### config.mk
export PLATFORM = sky130hd
export DESIGN_NAME = fetch_cache
export DESIGN_NICKNAME = d
export VERILOG_FILES = /design/src/rtl/fc_pkg.sv /design/src/rtl/fc_datapath.sv /design/src/rtl/fc_control.sv /design/src/rtl/fetch_cache.sv
export SDC_FILE = /design/constraint.sdc
export NUM_CORES = 2
export LEC_CHECK = 0
export CELL_PAD_IN_SITES_DETAIL_PLACEMENT = 1
export CELL_PAD_IN_SITES_GLOBAL_PLACEMENT = 2
export CORE_ASPECT_RATIO = 1.2
export CORE_UTILIZATION = 35
export CTS_CLUSTER_SIZE = 20
export DETAILED_ROUTE_END_ITERATION = 6
export GPL_ROUTABILITY_DRIVEN = 0
export PLACE_DENSITY = 0.7
export SETUP_SLACK_MARGIN = 0.3
export SLEW_MARGIN = 5
export SYNTH_ARGS = -nofsm -noshare
export SYNTH_HDL_FRONTEND = slang
export SYNTH_SLANG_ARGS = --single-unit
### constraint.sdc
create_clock -name clk -period 4.65 [get_ports clk]
set_input_delay 1.1625 -clock clk [delete_from_list [all_inputs] [get_ports clk]]
set_output_delay 1.1625 -clock clk [all_outputs]
set_load 0.05 [all_outputs]
### src/rtl/fc_pkg.sv
package fc_pkg;

  typedef enum logic [2:0] {
    S_IDLE,
    S_BYP_REQ,
    S_BYP_WAIT,
    S_REF_REQ,
    S_REF_WAIT
  } fetchState_t;

  // Strobes from the sequencer to the storage/datapath
  typedef struct packed {
    logic capture;   // latch the fetch address, clear the beat counter
    logic touchHit;  // hit: age the set, load the stored word
    logic allocate;  // miss: pick victim, write tag, age the set
    logic fill;      // write a refill beat, advance the beat counter
    logic kill;      // invalidate the victim after a memory error
    logic loadMem;   // load the memory word into the response register
  } dpCtrl_t;

endpackage

### src/rtl/fc_datapath.sv
module fc_datapath
  import fc_pkg::*;
#(
  parameter int NUM_SETS   = 4,
  parameter int NUM_WAYS   = 4,
  parameter int LINE_BYTES = 16,
  parameter int MAX_USE    = 4,
  parameter int ADDR_W     = 32
) (
  input  logic              clk,
  input  logic              rstN,
  input  dpCtrl_t           ctrl,
  input  logic [ADDR_W-3:0] reqWordAddr,
  input  logic [31:0]       memRspData,
  output logic              lookupHit,
  output logic              lastBeat,
  output logic              beatZero,
  output logic [ADDR_W-3:0] memReqAddr,
  output logic [31:0]       rspData
);

  localparam int WORDS  = LINE_BYTES / 4;
  localparam int WORD_W = $clog2(WORDS);
  localparam int SET_W  = $clog2(NUM_SETS);
  localparam int WAY_W  = $clog2(NUM_WAYS);
  localparam int CNT_W  = $clog2(MAX_USE);
  localparam int WA_W   = ADDR_W - 2;
  localparam int TAG_W  = WA_W - WORD_W - SET_W;
  localparam logic [CNT_W-1:0]  CNT_TOP   = CNT_W'(MAX_USE - 1);
  localparam logic [WORD_W-1:0] BEAT_LAST = WORD_W'(WORDS - 1);

  logic [TAG_W-1:0] tagArr   [NUM_SETS][NUM_WAYS];
  logic             validArr [NUM_SETS][NUM_WAYS];
  logic [CNT_W-1:0] cntArr   [NUM_SETS][NUM_WAYS];
  logic [31:0]      dataArr  [NUM_SETS][NUM_WAYS][WORDS];

  logic [WA_W-1:0]   addrReg;
  logic [WORD_W-1:0] beat;
  logic [WAY_W-1:0]  victimReg;

  // lookup fields come from the live request address
  logic [SET_W-1:0]  lkSet;
  logic [TAG_W-1:0]  lkTag;
  logic [WORD_W-1:0] lkWord;
  // refill fields come from the captured address
  logic [SET_W-1:0]  rfSet;
  logic [WORD_W-1:0] rfWord;

  assign lkWord = reqWordAddr[WORD_W-1:0];
  assign lkSet  = reqWordAddr[WORD_W +: SET_W];
  assign lkTag  = reqWordAddr[WA_W-1 -: TAG_W];
  assign rfSet  = addrReg[WORD_W +: SET_W];
  assign rfWord = addrReg[WORD_W-1:0] + beat;   // wraps inside the line

  assign memReqAddr = {addrReg[WA_W-1:WORD_W], rfWord};
  assign lastBeat   = (beat == BEAT_LAST);
  assign beatZero   = (beat == '0);

  // ---------------- tag compare across ways ----------------
  logic [NUM_WAYS-1:0] hitVec;
  logic [WAY_W-1:0]    hitWay;

  for (genvar w = 0; w < NUM_WAYS; w++) begin : g_cmp
    assign hitVec[w] = validArr[lkSet][w] && (tagArr[lkSet][w] == lkTag);
  end

  always_comb begin
    hitWay = '0;
    for (int w = 0; w < NUM_WAYS; w++) begin
      if (hitVec[w]) hitWay = WAY_W'(w);
    end
  end
  assign lookupHit = |hitVec;

  // ---------------- victim: smallest usage counter ----------------
  logic [WAY_W-1:0] victimWay;
  logic [CNT_W-1:0] minCnt;

  always_comb begin
    victimWay = '0;
    minCnt    = cntArr[lkSet][0];
    for (int w = 1; w < NUM_WAYS; w++) begin
      if (cntArr[lkSet][w] < minCnt) begin
        minCnt    = cntArr[lkSet][w];
        victimWay = WAY_W'(w);
      end
    end
  end

  logic             touch;
  logic [WAY_W-1:0] useWay;
  assign touch  = ctrl.touchHit || ctrl.allocate;
  assign useWay = ctrl.allocate ? victimWay : hitWay;

  // ---------------- valid bits and usage counters ----------------
  always_ff @(posedge clk or negedge rstN) begin
    if (!rstN) begin
      for (int s = 0; s < NUM_SETS; s++) begin
        for (int w = 0; w < NUM_WAYS; w++) begin
          validArr[s][w] <= 1'b0;
          cntArr[s][w]   <= '0;
        end
      end
    end else begin
      if (touch) begin
        for (int w = 0; w < NUM_WAYS; w++) begin
          if (WAY_W'(w) == useWay)
            cntArr[lkSet][w] <= CNT_TOP;
          else if (cntArr[lkSet][w] != '0)
            cntArr[lkSet][w] <= cntArr[lkSet][w] - 1'b1;
        end
      end
      if (ctrl.allocate) validArr[lkSet][victimWay] <= 1'b1;
      if (ctrl.kill) begin
        validArr[rfSet][victimReg] <= 1'b0;
        cntArr[rfSet][victimReg]   <= '0;
      end
    end
  end

  // ---------------- tag and data storage (no reset) ----------------
  always_ff @(posedge clk) begin
    if (ctrl.allocate) tagArr[lkSet][victimWay] <= lkTag;
    if (ctrl.fill)     dataArr[rfSet][victimReg][rfWord] <= memRspData;
  end

  // ---------------- address, beat, victim and response registers ----------------
  always_ff @(posedge clk or negedge rstN) begin
    if (!rstN) begin
      addrReg   <= '0;
      beat      <= '0;
      victimReg <= '0;
      rspData   <= '0;
    end else begin
      if (ctrl.capture) begin
        addrReg <= reqWordAddr;
        beat    <= '0;
      end
      if (ctrl.allocate) victimReg <= victimWay;
      if (ctrl.fill)     beat <= beat + 1'b1;
      if (ctrl.touchHit)
        rspData <= dataArr[lkSet][hitWay][lkWord];
      else if (ctrl.loadMem)
        rspData <= memRspData;
    end
  end

  // ---------------- checks ----------------
  logic             chkTouch, chkKill;
  logic [SET_W-1:0] chkSet;
  logic [WAY_W-1:0] chkWay;

  always_ff @(posedge clk or negedge rstN) begin
    if (!rstN) begin
      chkTouch <= 1'b0;
      chkKill  <= 1'b0;
      chkSet   <= '0;
      chkWay   <= '0;
    end else begin
      chkTouch <= touch;
      chkKill  <= ctrl.kill;
      chkSet   <= ctrl.kill ? rfSet : lkSet;
      chkWay   <= ctrl.kill ? victimReg : useWay;
    end
  end

  assert_hit_onehot_R3: assert property (@(posedge clk) disable iff (!rstN)
    $onehot0(hitVec));

  assert_touch_top_R4: assert property (@(posedge clk) disable iff (!rstN)
    chkTouch |-> cntArr[chkSet][chkWay] == CNT_TOP);

  assert_kill_clear_R9: assert property (@(posedge clk) disable iff (!rstN)
    chkKill |-> (!validArr[chkSet][chkWay] && cntArr[chkSet][chkWay] == '0));

  for (genvar w = 0; w < NUM_WAYS; w++) begin : g_vchk
    assert_victim_min_R5: assert property (@(posedge clk) disable iff (!rstN)
      ctrl.allocate |-> cntArr[lkSet][victimWay] <= cntArr[lkSet][w]);
  end

endmodule

### src/rtl/fc_control.sv
module fc_control
  import fc_pkg::*;
(
  input  logic    clk,
  input  logic    rstN,
  input  logic    cachePresent,
  input  logic    cacheEnable,
  input  logic    fetchInhibit,
  input  logic    reqValid,
  input  logic    lookupHit,
  input  logic    lastBeat,
  input  logic    beatZero,
  input  logic    memReqReady,
  input  logic    memRspValid,
  input  logic    memRspErr,
  output logic    reqReady,
  output logic    rspValid,
  output logic    rspErr,
  output logic    memReqValid,
  output dpCtrl_t ctrl
);

  fetchState_t state, stateNext;
  logic accept, bypass, refBeat;

  assign reqReady    = (state == S_IDLE);
  assign accept      = reqReady && reqValid;
  assign bypass      = !cachePresent || !cacheEnable || fetchInhibit;
  assign memReqValid = (state == S_BYP_REQ) || (state == S_REF_REQ);
  assign refBeat     = (state == S_REF_WAIT) && memRspValid;

  always_comb begin
    ctrl          = '0;
    ctrl.capture  = accept;
    ctrl.touchHit = accept && !bypass && lookupHit;
    ctrl.allocate = accept && !bypass && !lookupHit;
    ctrl.fill     = refBeat && !memRspErr;
    ctrl.kill     = refBeat && memRspErr;
    ctrl.loadMem  = ((state == S_BYP_WAIT) && memRspValid) || (refBeat && beatZero);
  end

  always_comb begin
    stateNext = state;
    unique case (state)
      S_IDLE:
        if (accept) begin
          if (bypass)          stateNext = S_BYP_REQ;
          else if (!lookupHit) stateNext = S_REF_REQ;
        end
      S_BYP_REQ:  if (memReqReady) stateNext = S_BYP_WAIT;
      S_BYP_WAIT: if (memRspValid) stateNext = S_IDLE;
      S_REF_REQ:  if (memReqReady) stateNext = S_REF_WAIT;
      S_REF_WAIT:
        if (memRspValid) stateNext = (memRspErr || lastBeat) ? S_IDLE : S_REF_REQ;
      default: stateNext = S_IDLE;
    endcase
  end

  always_ff @(posedge clk or negedge rstN) begin
    if (!rstN) begin
      state    <= S_IDLE;
      rspValid <= 1'b0;
      rspErr   <= 1'b0;
    end else begin
      state    <= stateNext;
      rspValid <= ctrl.touchHit || ctrl.loadMem;
      rspErr   <= ctrl.loadMem && memRspErr;
    end
  end

  assert_bypass_issue_R2: assert property (@(posedge clk) disable iff (!rstN)
    (accept && bypass) |=> memReqValid);

  assert_refill_cont_R6: assert property (@(posedge clk) disable iff (!rstN)
    (refBeat && !memRspErr && !lastBeat) |=> (memReqValid && !reqReady));

  assert_err_first_R9: assert property (@(posedge clk) disable iff (!rstN)
    (refBeat && memRspErr && beatZero) |=> (rspValid && rspErr && reqReady));

  assert_err_late_R10: assert property (@(posedge clk) disable iff (!rstN)
    (refBeat && memRspErr && !beatZero) |=> (reqReady && !rspValid));

endmodule

### src/rtl/fetch_cache.sv
module fetch_cache
  import fc_pkg::*;
#(
  parameter int NUM_SETS   = 4,
  parameter int NUM_WAYS   = 4,
  parameter int LINE_BYTES = 16,
  parameter int MAX_USE    = 4,
  parameter int ADDR_W     = 32
) (
  input  logic              clk,
  input  logic              rstN,
  input  logic              cachePresent,
  input  logic              cacheEnable,
  input  logic              fetchInhibit,
  input  logic              reqValid,
  input  logic [ADDR_W-3:0] reqWordAddr,
  output logic              reqReady,
  output logic              rspValid,
  output logic [31:0]       rspData,
  output logic              rspErr,
  output logic              memReqValid,
  output logic [ADDR_W-3:0] memReqAddr,
  input  logic              memReqReady,
  input  logic              memRspValid,
  input  logic [31:0]       memRspData,
  input  logic              memRspErr
);

  dpCtrl_t ctrl;
  logic    lookupHit, lastBeat, beatZero;

  fc_control u_control (
    .clk          (clk),
    .rstN         (rstN),
    .cachePresent (cachePresent),
    .cacheEnable  (cacheEnable),
    .fetchInhibit (fetchInhibit),
    .reqValid     (reqValid),
    .lookupHit    (lookupHit),
    .lastBeat     (lastBeat),
    .beatZero     (beatZero),
    .memReqReady  (memReqReady),
    .memRspValid  (memRspValid),
    .memRspErr    (memRspErr),
    .reqReady     (reqReady),
    .rspValid     (rspValid),
    .rspErr       (rspErr),
    .memReqValid  (memReqValid),
    .ctrl         (ctrl)
  );

  fc_datapath #(
    .NUM_SETS   (NUM_SETS),
    .NUM_WAYS   (NUM_WAYS),
    .LINE_BYTES (LINE_BYTES),
    .MAX_USE    (MAX_USE),
    .ADDR_W     (ADDR_W)
  ) u_datapath (
    .clk         (clk),
    .rstN        (rstN),
    .ctrl        (ctrl),
    .reqWordAddr (reqWordAddr),
    .memRspData  (memRspData),
    .lookupHit   (lookupHit),
    .lastBeat    (lastBeat),
    .beatZero    (beatZero),
    .memReqAddr  (memReqAddr),
    .rspData     (rspData)
  );

  assert_req_hold_R8: assert property (@(posedge clk) disable iff (!rstN)
    (memReqValid && !memReqReady) |=> (memReqValid && $stable(memReqAddr)));

endmodule

=== Yosys cells after proc, flatten, opt, wreduce, memory -nomap -nowiden ===
Memories as Yosys holds them, arrays and structs flattened.
Index checks and enable logic that the tools add are counted.

* Bits in registers: 119
* Bits in latches: 0
* RAM bits: 2464
* Memory bits (read-only): 0
* Memories: 2

{| class="wikitable"
|+ Memory list
! name !! depth !! width !! rd ports !! clocked after Yosys merged registers in !! write ports !! line !! RTL
|-
| u_datapath.dataArr || 4 || 512 || 1 || 0 || 1 || fc_datapath.sv:35 || <nowiki>logic [31:0] dataArr [NUM_SETS][NUM_WAYS][WORDS];</nowiki>
|-
| u_datapath.tagArr || 4 || 104 || 1 || 0 || 1 || fc_datapath.sv:32 || <nowiki>logic [TAG_W-1:0] tagArr [NUM_SETS][NUM_WAYS];</nowiki>
|}

* Add/subtract/negate cells: 6
* $mul: 0
* Divide/modulo/power cells: 0
* $lt $le $gt $ge: 15
* Equal/unequal tests: 18
* Shift operators: 0
* Muxes and demuxes: 83
* Bitwise logic cells: 16
* Reduce and logical (&&, ||, !) cells: 42

{| class="wikitable"
|+ Operators with widths
! operator !! count
|-
| $mux W32 || 18
|-
| $mux W512 || 1
|-
| $mux W128 || 3
|-
| $bmux W128 S2 || 1
|-
| $demux W128 S2 || 1
|-
| $bwmux W32 || 4
|-
| $or A32 B32 Y32 || 4
|-
| $eq A26 B26 Y1 || 4
|-
| $mux W104 || 1
|-
| $demux W8 S2 || 5
|-
| $bmux W32 S2 || 1
|-
| $demux W32 S2 || 1
|-
| $demux W26 S2 || 1
|-
| $and A32 B32 Y32 || 1
|-
| $mux W16 || 2
|-
| $mux W8 || 4
|-
| $not A32 Y32 || 1
|-
| $mux W26 || 1
|-
| $mux W2 || 12
|-
| $ge A3 B3 Y1 const B || 7
|-
| $mux W3 || 7
|-
| $not A2 Y3 || 7
|-
| $mux W4 || 5
|-
| $logic_and A1 B1 Y1 || 19
|-
| other kinds (31) || 69
|}

=== Longest topological paths before layout ===
* Word-level depth: 28
* Depth in mapped cells: 24
* Depth with buffers taken out: 13

=== By module ===
Synthesis repeated with hierarchy kept, for this count alone.

* Cells, all modules: 4917
* Area, all modules: 101646.2 µm²

{| class="wikitable"
|+ Modules (own cells, without submodules)
! module !! times used !! cells each !! area an instance (µm²)
|-
| fc_datapath || 1 || 4878 || 101279.6
|-
| fc_control || 1 || 39 || 366.6
|}

=== Least setup slack after synthesis ===
No wires, ideal clock.

* Path kind: in2reg
* From: input port reqWordAddr[2]
* To: memory u_datapath.tagArr[2][0] (netlist name), enable pin
* Setup time: 0.410 ns
* Arrival time: 6.796 ns
* Required time: 4.240 ns
* Setup slack: -2.557 ns
* Cell stages on the path: 19
* Cell sequence: buf_6 buf_6 buf_4 buf_4 buf_4 buf_2 buf_2 buf_2 buf_2 buf_2 mux4_2 ha_1 ha_1 nand2b_1 a211o_1 a21o_1 or4_1 clkbuf_1 nor2_1

* Cells in the longest elaborated chain, start to end: 16
* Elaborated cells between the ends (all ways): 35

{| class="wikitable"
|+ Ends and longest elaborated chain
! element !! line !! RTL
|-
| start: declaration || fetch_cache.sv:16 || <nowiki>input logic [ADDR_W-3:0] reqWordAddr,</nowiki>
|-
| $not A2 Y3 (not written as such) || - ||
|-
| $bmux W8 S2 || fc_datapath.sv:81, fc_datapath.sv:83, fc_datapath.sv:84 ||
|-
| $mux W8 (not written as such) || fc_datapath.sv:83, fc_datapath.sv:84 ||
|-
| $mux W8 (not written as such) || fc_datapath.sv:83 || <nowiki>if (cntArr[lkSet][w] < minCnt) begin</nowiki>
|-
| $lt A2 B2 Y1 || fc_datapath.sv:83 ||
|-
| $mux W2 || fc_datapath.sv:83 ||
|-
| $lt A2 B2 Y1 || fc_datapath.sv:83 ||
|-
| $mux W2 || fc_datapath.sv:83 ||
|-
| $lt A2 B2 Y1 || fc_datapath.sv:83 ||
|-
| $mux W2 || fc_datapath.sv:83 ||
|-
| $not A2 Y3 (not written as such) || fc_datapath.sv:123 || <nowiki>if (ctrl.allocate) tagArr[lkSet][victimWay] <= lkTag;</nowiki>
|-
| $ge A3 B3 Y1 (not written as such) or $lt A3 B1 Y1 (tied branches) || fc_datapath.sv:123 ||
|-
| $logic_and A1 B1 Y1 (not written as such) || fc_datapath.sv:123 ||
|-
| $mux W26 (not written as such) || fc_datapath.sv:123 ||
|-
| $demux W26 S2 || fc_datapath.sv:123 ||
|-
| $mux W104 (not written as such) || fc_datapath.sv:123 ||
|-
| end: declaration || fc_datapath.sv:32 ||
|}

Several ways; a longest one is shown, not always the timed one. The select of a mux whose other input is x is not followed.

=== Worst setup path after layout ===
* From: input port reqWordAddr[2]
* To: register u_datapath.rspData[20]

* Cells in the longest elaborated chain, start to end: 16
* Elaborated cells between the ends (all ways): 28

{| class="wikitable"
|+ Ends and longest elaborated chain
! element !! line !! RTL
|-
| branches (longest 16 deep; another with $mem_v2 Z4 W104) || - ||
|-
| end signal: assignment || fc_datapath.sv:142 || <nowiki>rspData <= dataArr[lkSet][hitWay][lkWord];</nowiki>
|-
| end signal: assignment || fc_datapath.sv:144 || <nowiki>rspData <= memRspData;</nowiki>
|-
| end: declaration || fc_datapath.sv:19 || <nowiki>output logic [31:0] rspData</nowiki>
|}

Several ways; the timed one is not identified. The select of a mux whose other input is x is not followed.
A chain may end at the register's enable or synchronous reset.

==> reports/results.tsv <==
stage	metric	value	unit
clock_network	cts_tree	yes	
cells_and_area	final_util	42.35	%
detailed_routing	drt_iter0_drc	5926	
cells_and_area	syn2layout_area_growth	20.17	%
setup_path	critPathRequiredTime	5.47	ns
synth	synth_cell_types	82	
die	ios	137	
synth	syn_area	0.1027	mm2
die	fp.coreArea	0.2913	mm2
grt	antenna_found_initial	20	
synth	yosysWarnings	0	
detailed_routing	vias	56370	
place	dpl_cell_area	0.1142	mm2
timing	fmax	229.9	MHz
clock_network	cts-buffers-inserted	290	
pwr	finalPower	53.25	mW
clock_network	ctsHtreeMaxLevel	5	
timing	layout_min_cycle_time	4.350	ns
detailed_routing	wl_per_cell	31.24	um
cells_and_area	layout-drive-gt1-share	30.04	%
synth	synth_fp_nets	5388	
cells_and_area	final_area	0.1234	mm2
timing	hold_ws	0.2674	ns
detailed_routing	detail-route-antenna-nets	0	
synth	yosysTopAreaCellShare	72.08	%
synth	yosysSeqAreaShare	74.98	%
grt	grt_max_degree	94	
clock_network	clk_latency	0.96	ns
synth	netlist_top_cells_count	edfxtp_1, mux4_2, nand2_1	
detailed_routing	drcViolationCount	0	
timing	finalSetupViolCount	0	
timing	worstMarginPinSlew	1.336	ns
synth	synth.most_common_cell	edfxtp_1	
clock_network	clock-sinks	2583	
synth	synth-edff-count	2464	
clock_network	clk_path_buf_depth	4	
pwr	p_leak	39.96	nW
grt	grt_overflow	0	
setup_path	worstSetupPathType	in2reg	
cells_and_area	nets	6105	
detailed_routing	first_pass_iters	6	
timing	maxSlewViolCount	0	
grt	grt_pass1_wl	445300	um
hold_path	hold_path_class	in2async	
timing	post-route-period-util	93.54	%
synth	syn_avg_cell_area	19.35	um2
timing	finalHoldViolations	0	
synth	async_flop_share	4.607	%
die	dieArea	0.2955	mm2
die	start_util	35.24	%
place	place.detailed.hpwl	196200	um
grt	grt_usage	21.17	%
detailed_routing	drt-total-wl	314600	um
grt	grt_pass1_vias	59580	
outcome	status	completed	
setup_path	worstPathArrival	5.17	ns
timing	setup_tns	0	ns
setup_path	crit_fanout	21	
timing	rsz0062_at_grt	true	
pwr	vdd_ir_drop_max	0.4230	mV
die	dieHeight	595.3	um
detailed_routing	via_per_inst	5.599	
synth	synth_area_leader_cell	edfxtp_1	
timing	max_slew_margin	10.93	%
place	portBuffers	136	
setup_path	cp-start-kind	input pin	
pwr	power_density	431.6	mW/mm2
synth	netlist_instances	5305	
clock_network	cts_root_buf	clkbuf_16	
synth	synth_seq_cells	2583	
clock_network	path_clk_slew	0.06	ns
synth	synthTopCellsByArea	edfxtp_1, mux4_2, dfrtp_1, nand2_1, mux2i_1	
timing	skew	0.09911	ns
flow_run	cap_violations	0	
setup_path	end_kind	flop	
synth	synthFlopType	edfxtp_1	
die	rows	217	
die	die_x	496.4	um
-- final timing paths --
| check | start | end | slack, ns | depth (start not counted) |
|---|---|---|---|---|
| setup / recovery | reqWordAddr[2] | u_datapath.rspData[20] | 0.30 | 17 |
| hold / removal | rstN | u_datapath.addrReg[9] | 0.27 | 1 |
| setup reg to reg | u_datapath.tagArr[3][70] | u_datapath.rspData[6] | 0.49 | 11 |
| hold reg to reg | u_datapath.addrReg[6] | u_datapath.addrReg[6] | 0.48 | 2 |
| max in group asynchronous | rstN | u_datapath.rspData[27] | 3.16 | 2 |
| min in group clk | u_datapath.addrReg[6] | u_datapath.addrReg[6] | 0.48 | 2 |
-- registers in the layout, summed over array words and instances, names as in the netlist --
| signal | cells |
|---|---|
| u_datapath.addrReg | 30 |
| u_datapath.victimReg | 2 |
| u_datapath.validArr | 16 |
| u_datapath.rspData | 32 |
| u_datapath.beat | 2 |
| u_control.state | 3 |
| u_control.rspErr | 1 |
| u_datapath.tagArr | 416 |
| u_datapath.cntArr | 32 |
| u_datapath.dataArr | 2048 |
| u_control.rspValid | 1 |
-- per-stage QoR --
step	cells	setup WS (ns)
3_3_place_gp	9552	-1.155
4_1_cts	10060	0.3032
3_5_place_dp	9552	-1.233
6_report	10070	0.3004
5_1_grt	10060	0.1899
2_1_floorplan	5305	-0.8268
-- layout by cell type (no fill, tap or decap), drive strengths merged, types with 8 or more instances in the layout --
| cell | count |
|---|---|
| inv | 38 |
| and3 | 8 |
| ha | 12 |
| a21oi | 60 |
| edfxtp | 2464 |
| a211oi | 42 |
| mux2 | 23 |
| mux4 | 596 |
| xnor2 | 75 |
| a31oi | 64 |
| nand2b | 11 |
| mux2i | 104 |
| or3b | 29 |
| or2 | 10 |
| clkdlybuf4s50 | 99 |
| nand2 | 455 |
| o211ai | 61 |
| nand4 | 48 |
| clkbuf | 366 |
| buf | 664 |
| nor2b | 17 |
| dfrtp | 119 |
| o221ai | 8 |
| o21ai | 97 |
| o221a | 8 |
| a31o | 33 |
| nor4 | 11 |
| a221oi | 10 |
| nand3 | 146 |
| bufinv | 13 |
| and2 | 35 |
| nor2 | 181 |
| nor3 | 36 |
| clkinv | 108 |
| o22ai | 12 |
| o21a | 43 |
| o211a | 19 |
-- final cells by class --
cell class / instances / area, um2
Sequential cell: 2583 / 76970
Inverter: 31 / 116.4
Multi-Input combinational cell: 2352 / 24960
Timing Repair Buffer: 764 / 7801
Fill cell: 27730 / 168000
Clock inverter: 133 / 1002
Clock buffer: 366 / 7709
Antenna cell: 7 / 17.52
Tap cell: 3832 / 4795
-- report_power, final --
part           switching [mW]  leakage (nW)  internal [mW]
Combinational            3.50          12.0           1.88
Sequential              0.520          23.7           25.8
Clock                    9.08          4.28           12.4
Total                    13.1          40.0           40.1
-- cell families (layout without fill, tap and decap cells) --
group	count (synthesis)	after routing	share of synthesized area [%]
compound gates	517	517	3.563
buf+inv	371	1294	1.667
fa+ha+maj	12	12	0.1463
xor+xnor	81	81	0.6911
other cells	0	7	0
mux	723	723	14.34
flops	2583	2583	74.98
simple gates	1018	1019	4.612
-- what timing repair did --
| item | in CTS | in global routing |
|---|---|---|
| setup buffers | 3 | 6 |
| resized for setup | 30 | 38 |
| endpoints found under the setup margin | 33 | 43 |
| pin swaps | 5 | 12 |
| hold buffers | 0 | 0 |
| cloned | 1 | 0 |
-- worst max-delay path, stage by stage --
cell     delay, ns
buf_12        0.19
buf_4         0.19
buf_12        0.18
buf_12        0.13
mux4_2        0.49
xnor2_1       0.26
nand2_1       0.16
nor4_4        0.35
buf_12        0.18
buf_4         0.12
nand2_2       0.10
buf_4         0.28
buf_4         0.23
a31oi_2       0.31
nand3_2       0.21
nand4_1       0.15
or3b_1        0.35
-- per-layer routing --
metal	routed length, um	share of wire [%]	track usage [%]
met1	125400	40	27.43
met2	161200	51	36.52
met3	19330	6.1	3.192
met4	8626	2.7	6.329
met5	23	0.0073	0
Power figures use the tool's default switching activity.
